===== src/rtl/fwm_pkg.sv =====
package fwm_pkg;
  localparam int NUM_EV    = 6;
  localparam int EV_TX_AE  = 0;
  localparam int EV_TX_UDF = 1;
  localparam int EV_RX_AF  = 2;
  localparam int EV_RX_OVF = 3;
  localparam int EV_WAKE   = 4;
  localparam int EV_EOW    = 5;
  typedef logic [NUM_EV-1:0] evt_vec_t;
endpackage


===== src/rtl/fwm_level_cmp.sv =====
module fwm_level_cmp #(
  parameter int DEPTH = 32,
  parameter int OCC_W = 6,
  parameter int LVL_W = 8,
  parameter bit ROOM  = 1'b0
) (
  input  logic             clk,
  input  logic             rst_n,
  input  logic             en_i,
  input  logic [OCC_W-1:0] occ_i,
  input  logic [LVL_W-1:0] lvl_i,
  output logic             cond_o,
  output logic             rise_o
);
  localparam int CW = ((OCC_W > LVL_W) ? OCC_W : LVL_W) + 1;

  logic [CW-1:0] have;
  logic [CW-1:0] need;
  logic          cond_q;
  logic          cond_d;

  generate
    if (ROOM) begin : g_room
      assign have = CW'(DEPTH) - CW'(occ_i);
    end else begin : g_fill
      assign have = CW'(occ_i);
    end
  endgenerate

  assign need   = CW'(lvl_i) + CW'(1);
  assign cond_o = en_i & (have >= need);
  assign rise_o = cond_o & ~cond_q;

  always_comb begin
    cond_d = cond_o;
  end

  always_ff @(posedge clk or negedge rst_n) begin
    if (!rst_n) cond_q <= 1'b0;
    else        cond_q <= cond_d;
  end


  rise_once_chk: assert property (@(posedge clk) disable iff (!rst_n)
    rise_o |=> !rise_o);
endmodule


===== src/rtl/fwm_word_ctr.sv =====
module fwm_word_ctr #(
  parameter int CNT_W = 16
) (
  input  logic             clk,
  input  logic             rst_n,
  input  logic             en_i,
  input  logic             wr_i,
  input  logic [CNT_W-1:0] wdata_i,
  input  logic             done_i,
  output logic             eow_o,
  output logic [CNT_W-1:0] rd_o
);
  logic [CNT_W-1:0] prog_q, prog_d;
  logic [CNT_W-1:0] idx_q, idx_d;
  logic             run_q, run_d;
  logic [CNT_W-1:0] idx_inc;
  logic             at_end;
  logic             count_ok;
  logic             ce;

  assign idx_inc  = idx_q + CNT_W'(1);
  assign at_end   = (idx_q == prog_q);
  assign count_ok = en_i & done_i & ~wr_i & (prog_q != '0) & ~at_end;
  assign eow_o    = count_ok & (idx_inc == prog_q);
  assign ce       = wr_i | ~en_i | count_ok;
  assign rd_o     = run_q ? idx_q : prog_q;

  always_comb begin
    prog_d = prog_q;
    idx_d  = idx_q;
    run_d  = run_q;
    if (wr_i) begin
      prog_d = wdata_i;
      idx_d  = '0;
      run_d  = 1'b0;
    end else if (!en_i) begin
      idx_d  = '0;
      run_d  = 1'b0;
    end else if (count_ok) begin
      idx_d  = idx_inc;
      run_d  = 1'b1;
    end
  end

  always_ff @(posedge clk or negedge rst_n) begin
    if (!rst_n) begin
      prog_q <= '0;
      idx_q  <= '0;
      run_q  <= 1'b0;
    end else if (ce) begin
      prog_q <= prog_d;
      idx_q  <= idx_d;
      run_q  <= run_d;
    end
  end


  idx_bound_chk: assert property (@(posedge clk) disable iff (!rst_n)
    (prog_q != '0) |-> (idx_q <= prog_q));

  zero_idle_chk: assert property (@(posedge clk) disable iff (!rst_n)
    (prog_q == '0) |-> !eow_o);

  disable_clear_chk: assert property (@(posedge clk) disable iff (!rst_n)
    !en_i |=> (idx_q == '0));
endmodule


===== src/rtl/fwm_evt_regs.sv =====
module fwm_evt_regs #(
  parameter int N = 6
) (
  input  logic         clk,
  input  logic         rst_n,
  input  logic [N-1:0] set_i,
  input  logic         wr_i,
  input  logic [N-1:0] wdata_i,
  input  logic [N-1:0] en_i,
  output logic [N-1:0] sts_o,
  output logic         irq_o
);
  logic [N-1:0] sts_q;
  logic [N-1:0] clr;

  assign clr   = wr_i ? wdata_i : '0;
  assign sts_o = sts_q;
  assign irq_o = |(sts_q & en_i);

  generate
    for (genvar i = 0; i < N; i++) begin : g_bit
      logic d;
      logic ce;
      assign ce = set_i[i] | clr[i];
      always_comb begin
        d = set_i[i] ? 1'b1 : 1'b0;
      end
      always_ff @(posedge clk or negedge rst_n) begin
        if (!rst_n)  sts_q[i] <= 1'b0;
        else if (ce) sts_q[i] <= d;
      end


      set_sticky_chk: assert property (@(posedge clk) disable iff (!rst_n)
        set_i[i] |=> sts_q[i]);

      clear_chk: assert property (@(posedge clk) disable iff (!rst_n)
        (clr[i] && !set_i[i]) |=> !sts_q[i]);

      hold_chk: assert property (@(posedge clk) disable iff (!rst_n)
        (!clr[i] && !set_i[i]) |=> $stable(sts_q[i]));
    end
  endgenerate
endmodule


===== src/rtl/fifo_wm_ctrl.sv =====
module fifo_wm_ctrl
  import fwm_pkg::*;
#(
  parameter int DEPTH = 32,
  parameter int LVL_W = 8,
  parameter int CNT_W = 16,
  localparam int OCC_W = $clog2(DEPTH + 1)
) (
  input  logic             clk,
  input  logic             rst_n,
  input  logic             chan_en,
  input  logic [OCC_W-1:0] tx_level,
  input  logic [OCC_W-1:0] rx_level,
  input  logic [LVL_W-1:0] ae_lvl,
  input  logic [LVL_W-1:0] af_lvl,
  input  logic             txudf_pulse,
  input  logic             rxovf_pulse,
  input  logic             wake_pulse,
  input  logic             word_done,
  input  logic             wcnt_wr,
  input  logic [CNT_W-1:0] wcnt_wdata,
  input  logic             evt_wr,
  input  logic [5:0]       evt_wdata,
  input  logic [5:0]       evt_en,
  output logic             tx_req,
  output logic             rx_req,
  output logic [5:0]       evt_status,
  output logic             irq,
  output logic [CNT_W-1:0] wcnt_rd
);
  logic     rst_meta, rst_sync;
  logic     tx_rise, rx_rise, eow;
  evt_vec_t set_vec;

  always_ff @(posedge clk or negedge rst_n) begin
    if (!rst_n) begin
      rst_meta <= 1'b0;
      rst_sync <= 1'b0;
    end else begin
      rst_meta <= 1'b1;
      rst_sync <= rst_meta;
    end
  end

  fwm_level_cmp #(.DEPTH(DEPTH), .OCC_W(OCC_W), .LVL_W(LVL_W), .ROOM(1'b1)) u_tx_cmp (
    .clk(clk), .rst_n(rst_sync), .en_i(chan_en), .occ_i(tx_level),
    .lvl_i(ae_lvl), .cond_o(tx_req), .rise_o(tx_rise));

  fwm_level_cmp #(.DEPTH(DEPTH), .OCC_W(OCC_W), .LVL_W(LVL_W), .ROOM(1'b0)) u_rx_cmp (
    .clk(clk), .rst_n(rst_sync), .en_i(chan_en), .occ_i(rx_level),
    .lvl_i(af_lvl), .cond_o(rx_req), .rise_o(rx_rise));

  fwm_word_ctr #(.CNT_W(CNT_W)) u_ctr (
    .clk(clk), .rst_n(rst_sync), .en_i(chan_en), .wr_i(wcnt_wr),
    .wdata_i(wcnt_wdata), .done_i(word_done), .eow_o(eow), .rd_o(wcnt_rd));

  always_comb begin
    set_vec            = '0;
    set_vec[EV_TX_AE]  = tx_rise;
    set_vec[EV_TX_UDF] = txudf_pulse;
    set_vec[EV_RX_AF]  = rx_rise;
    set_vec[EV_RX_OVF] = rxovf_pulse;
    set_vec[EV_WAKE]   = wake_pulse;
    set_vec[EV_EOW]    = eow;
  end

  fwm_evt_regs #(.N(NUM_EV)) u_evt (
    .clk(clk), .rst_n(rst_sync), .set_i(set_vec), .wr_i(evt_wr),
    .wdata_i(evt_wdata), .en_i(evt_en), .sts_o(evt_status), .irq_o(irq));


  irq_gate_chk: assert property (@(posedge clk) disable iff (!rst_sync)
    (evt_en == '0) |-> !irq);

  udf_set_chk: assert property (@(posedge clk) disable iff (!rst_sync)
    txudf_pulse |=> evt_status[EV_TX_UDF]);

  wake_set_chk: assert property (@(posedge clk) disable iff (!rst_sync)
    wake_pulse |=> evt_status[EV_WAKE]);
endmodule


===== config.mk =====
export PLATFORM = sky130hd
export DESIGN_NAME = fifo_wm_ctrl
export DESIGN_NICKNAME = d
export VERILOG_FILES = /design/src/rtl/fwm_pkg.sv /design/src/rtl/fwm_level_cmp.sv /design/src/rtl/fwm_word_ctr.sv /design/src/rtl/fwm_evt_regs.sv /design/src/rtl/fifo_wm_ctrl.sv
export SDC_FILE = /design/constraint.sdc
export NUM_CORES = 1
export LEC_CHECK = 0
export CAP_MARGIN = 20
export CORE_MARGIN = 8
export CORE_UTILIZATION = 40
export DETAILED_ROUTE_END_ITERATION = 6
export GPL_ROUTABILITY_DRIVEN = 1
export PLACE_DENSITY_LB_ADDON = 0.12
export SLEW_MARGIN = 20
export SYNTH_ARGS = -nofsm -noshare
export SYNTH_HDL_FRONTEND = slang
export SYNTH_SLANG_ARGS = --single-unit

===== constraint.sdc =====
create_clock -name clk -period 2.2 [get_ports clk]
set_input_delay 0.44 -clock clk [delete_from_list [all_inputs] [get_ports clk]]
set_output_delay 0.44 -clock clk [all_outputs]
set_load 0.01 [all_outputs]

==> summary.txt <==
Status = finished, violations left
Failing checks = setup timing
First-pass GRT wire length = 15,900 um
Yosys reg bits = 43
IO Port Bufs = 89
Site row count = 32
Unrepaired setup endpoints after global routing = yes
Root buf cell = clkbuf_8
FFs w/ async S/R, synth = 1.00
Synthesized area = 3200 um^2
Clock buffer depth = 2
Final Setup Violations = 2
Post-Syn Instances = 336
N_diodes = 0
Final Power = 2.24 mW
Cell area after layout = 4990 um^2
Worst skew pair latency = 0.31 ns
Remaining Overflow, GRT = 0
Number of flops mapped to enable cells by yosys = 0
GRT Overall Usage = 0.172
Max_slew headroom = 0.640
Critical setup path kind = input port to output port
DRT Wirelength = 9770 um
Worst setup SP type = input port
Register-to-Register Path Depth = 8
Final min period = 2.54 ns
WHS = 0.305 ns
Number of global-route vias before repair = 3,178
RR Startpoint = u_ctr.idx_q[0]
Fraction of layout cells with a size suffix above 1 = 0.320
Synth top area share = 0.336
Worst-path clk slew = 0.07 ns
Power per Cell Area = 449 nW/um^2
Post-Place Cell Area = 4600 um^2
Slowest stage delay, CP = 0.26 ns
Synth-to-layout area growth = 55.9%
Hold Path Class = input port to async pin
Worst EP required = 1.76 ns
Most common cell in the netlist = dfrtp_1
Layout Skew = 0.0169 ns
Max-Cap Viols = 0
DP Cell Count = 565
Avg WL per Cell = 16.5 um
Die height = 105 um
Most used DFF post-synth = dfrtp_1
Final hold viol count = 0
Worst setup EP type = output port
Count of different cell masters after synthesis = 57
Final Non-Filler Cells = 592
Critical-path top delay cell = a211o_1
CP cell instances = dlygate4sd2_1, buf_4, xor2_1, ha_2, a211o_1, a31oi_1, o21bai_1, a32oi_2, o21ai_2, buf_2
Die width = 105 um
1st-pass router iterations = 4
Hpwl dp = 7400 um
Average via count per standard cell = 5.26
Actual slew at the worst max-slew pin = 0.540 ns
FF-to-FF End = u_ctr.idx_q[6]
Final ANT Viol Nets = 0
YS warnings = 0
Area of the multi-input gates = 2190 um^2
Post-Syn Nets = 418
Peak Freq = 393 MHz
Via count = 3,114
Sequential fraction of the synthesis area = 0.336
Average size of a mapped cell = 9.53 um^2
Initial antenna violation count = 0
Total I/O pin count = 90
H-Tree Level Count = 2
Final worst slack = -0.343 ns
Num CTS Buffers = 5
Seq. cell area = 1080 um^2
Most common library cells after synthesis = dfrtp_1 (43), mux2_2 (28), xor2_1 (28)
Largest net degree at the start of global routing = 42
Leakage = 2.13 nW
# hold bufs at CTS = 0
Detailed Route Iter0 Violations = 127
# DRC = 0
Reg2Reg Setup Slack = 0.04 ns
Sequential Power Share = 0.398
Max VDD drop = 291 uV
# clock sinks = 43
Fill cell count = 649
GPL Wtd Cong = 0.875
CTS tree = built
Data arrival, critical path = 2.10 ns
Clk network pwr share = 0.294
Net Switching = 0.630 mW
Core area = 7730 um^2
Worst-path fanout max = 2
Pint = 1.61 mW
Die area = 11,100 um^2
Most area-hungry cell type in the Yosys netlist = dfrtp_1
Top area cells in the synthesized netlist = dfrtp_1 (34%), mux2_2 (9.8%), xor2_1 (7.7%)
Period utilization = 1.16
Initial Util = 0.415
Max Slew Vio Count = 0
Nets = 571
Combinational Power Share = 0.308
Net Sw Frac = 0.281
==> state kept, by name, summed over array words and instances (netlist names) <==
register	flops
u_evt.sts_o	6
rst_sync	1
u_rx_cmp.cond_q	1
rst_meta	1
u_ctr.run_q	1
u_tx_cmp.cond_q	1
u_ctr.prog_q	16
u_ctr.idx_q	16
==> cell families after synthesis <==
kind of cell               after synthesis  share of synthesized area
and+or+nand+nor                        103                      0.160
buffers and inverters                   26                     0.0387
AOI/OAI and AO/OA                       67                      0.157
other                                    1                    0.00117
adders and majority gates               17                     0.0664
xor gates and xnor gates                49                      0.136
muxes                                   30                      0.105
DFF                                     43                      0.336
==> per-stage QoR <==
stage | TNS [ns] | util | worst slack (ns)
finish | -0.456 | 0.646 | -0.343
floorplan | 0 | - | 0.0000648
CTS | -0.479 | 0.624 | -0.385
global placement | -3.62 | 0.596 | -1.13
global route | -0.742 | 0.646 | -0.430
detailed placement | -3.89 | 0.596 | -1.23
==> worst max-delay path, delay by kind of cell <==
kind	cells	cell delay (ns)
xor gates and xnor gates	1	0.16
buffers and inverters	3	0.51
AOI/OAI and AO/OA	5	0.80
adders and majority gates	1	0.18
==> power by group through the flow <==
stage	Combinational (mW)	Clock (mW)	Sequential, mW
floorplan	0.285	0	0.903
global placement	0.640	0	0.902
detailed placement	0.648	0	0.904
CTS	0.669	0.677	0.888
global route	0.758	0.701	0.900
finish	0.692	0.660	0.892
==> per-layer routing <==
metal / track usage / vias up / routed length, um
met5: 0 / - / 0
met4: 0.0367 / 0 / 68
met3: 0.0384 / 5 / 503
met2: 0.296 / 79 / 4860
met1: 0.214 / 1504 / 4330
li1: - / 1526 / -
==> worst max path at each step <==
stage / start / endpoint / slack [ns] / depth (start not counted)
floorplan: tx_level[0] / tx_req / 0.00006 / 8
global placement: ae_lvl[0] / tx_req / -1.13 / 11
detailed placement: ae_lvl[0] / tx_req / -1.23 / 11
CTS: tx_level[1] / tx_req / -0.39 / 10
global route: ae_lvl[0] / tx_req / -0.43 / 11
finish: ae_lvl[4] / tx_req / -0.34 / 10
==> cell type report <==
type / count / share of cell area
inverters: 13 / 0.0113
clock buffers: 6 / 0.0165
multi-input cells: 267 / 0.439
repair buffers: 159 / 0.285
flip-flops and latches: 43 / 0.216
well taps: 102 / 0.0256
clock inverters: 2 / 0.00702
==> repair_timing <==
item | in CTS | in global routing
buffers inserted | 9 | 12
gates resized for setup | 76 | 32
pin swaps | 21 | 18
cloned | 0 | 0
setup endpoints to repair | 5 | 14
==> cells in the final DEF, fill, tap and decap left out, types with 4 or more instances in the layout <==
master,n
o211ai_1,5
clkdlybuf4s50_1,67
xnor2_2,4
clkbuf_8,6
ha_4,4
a21oi_1,4
nor4_1,5
nor3_1,5
buf_4,67
a21o_1,7
nand4_1,5
o31ai_1,4
xor2_1,28
buf_2,4
mux2_2,28
o21ai_0,9
nor2_1,24
xnor2_1,16
nand3_1,15
ha_1,12
dlygate4sd2_1,6
inv_1,10
nand2_1,24
dfrtp_1,40
buf_6,4
o21a_1,7
(Power assumes the default switching activity.)
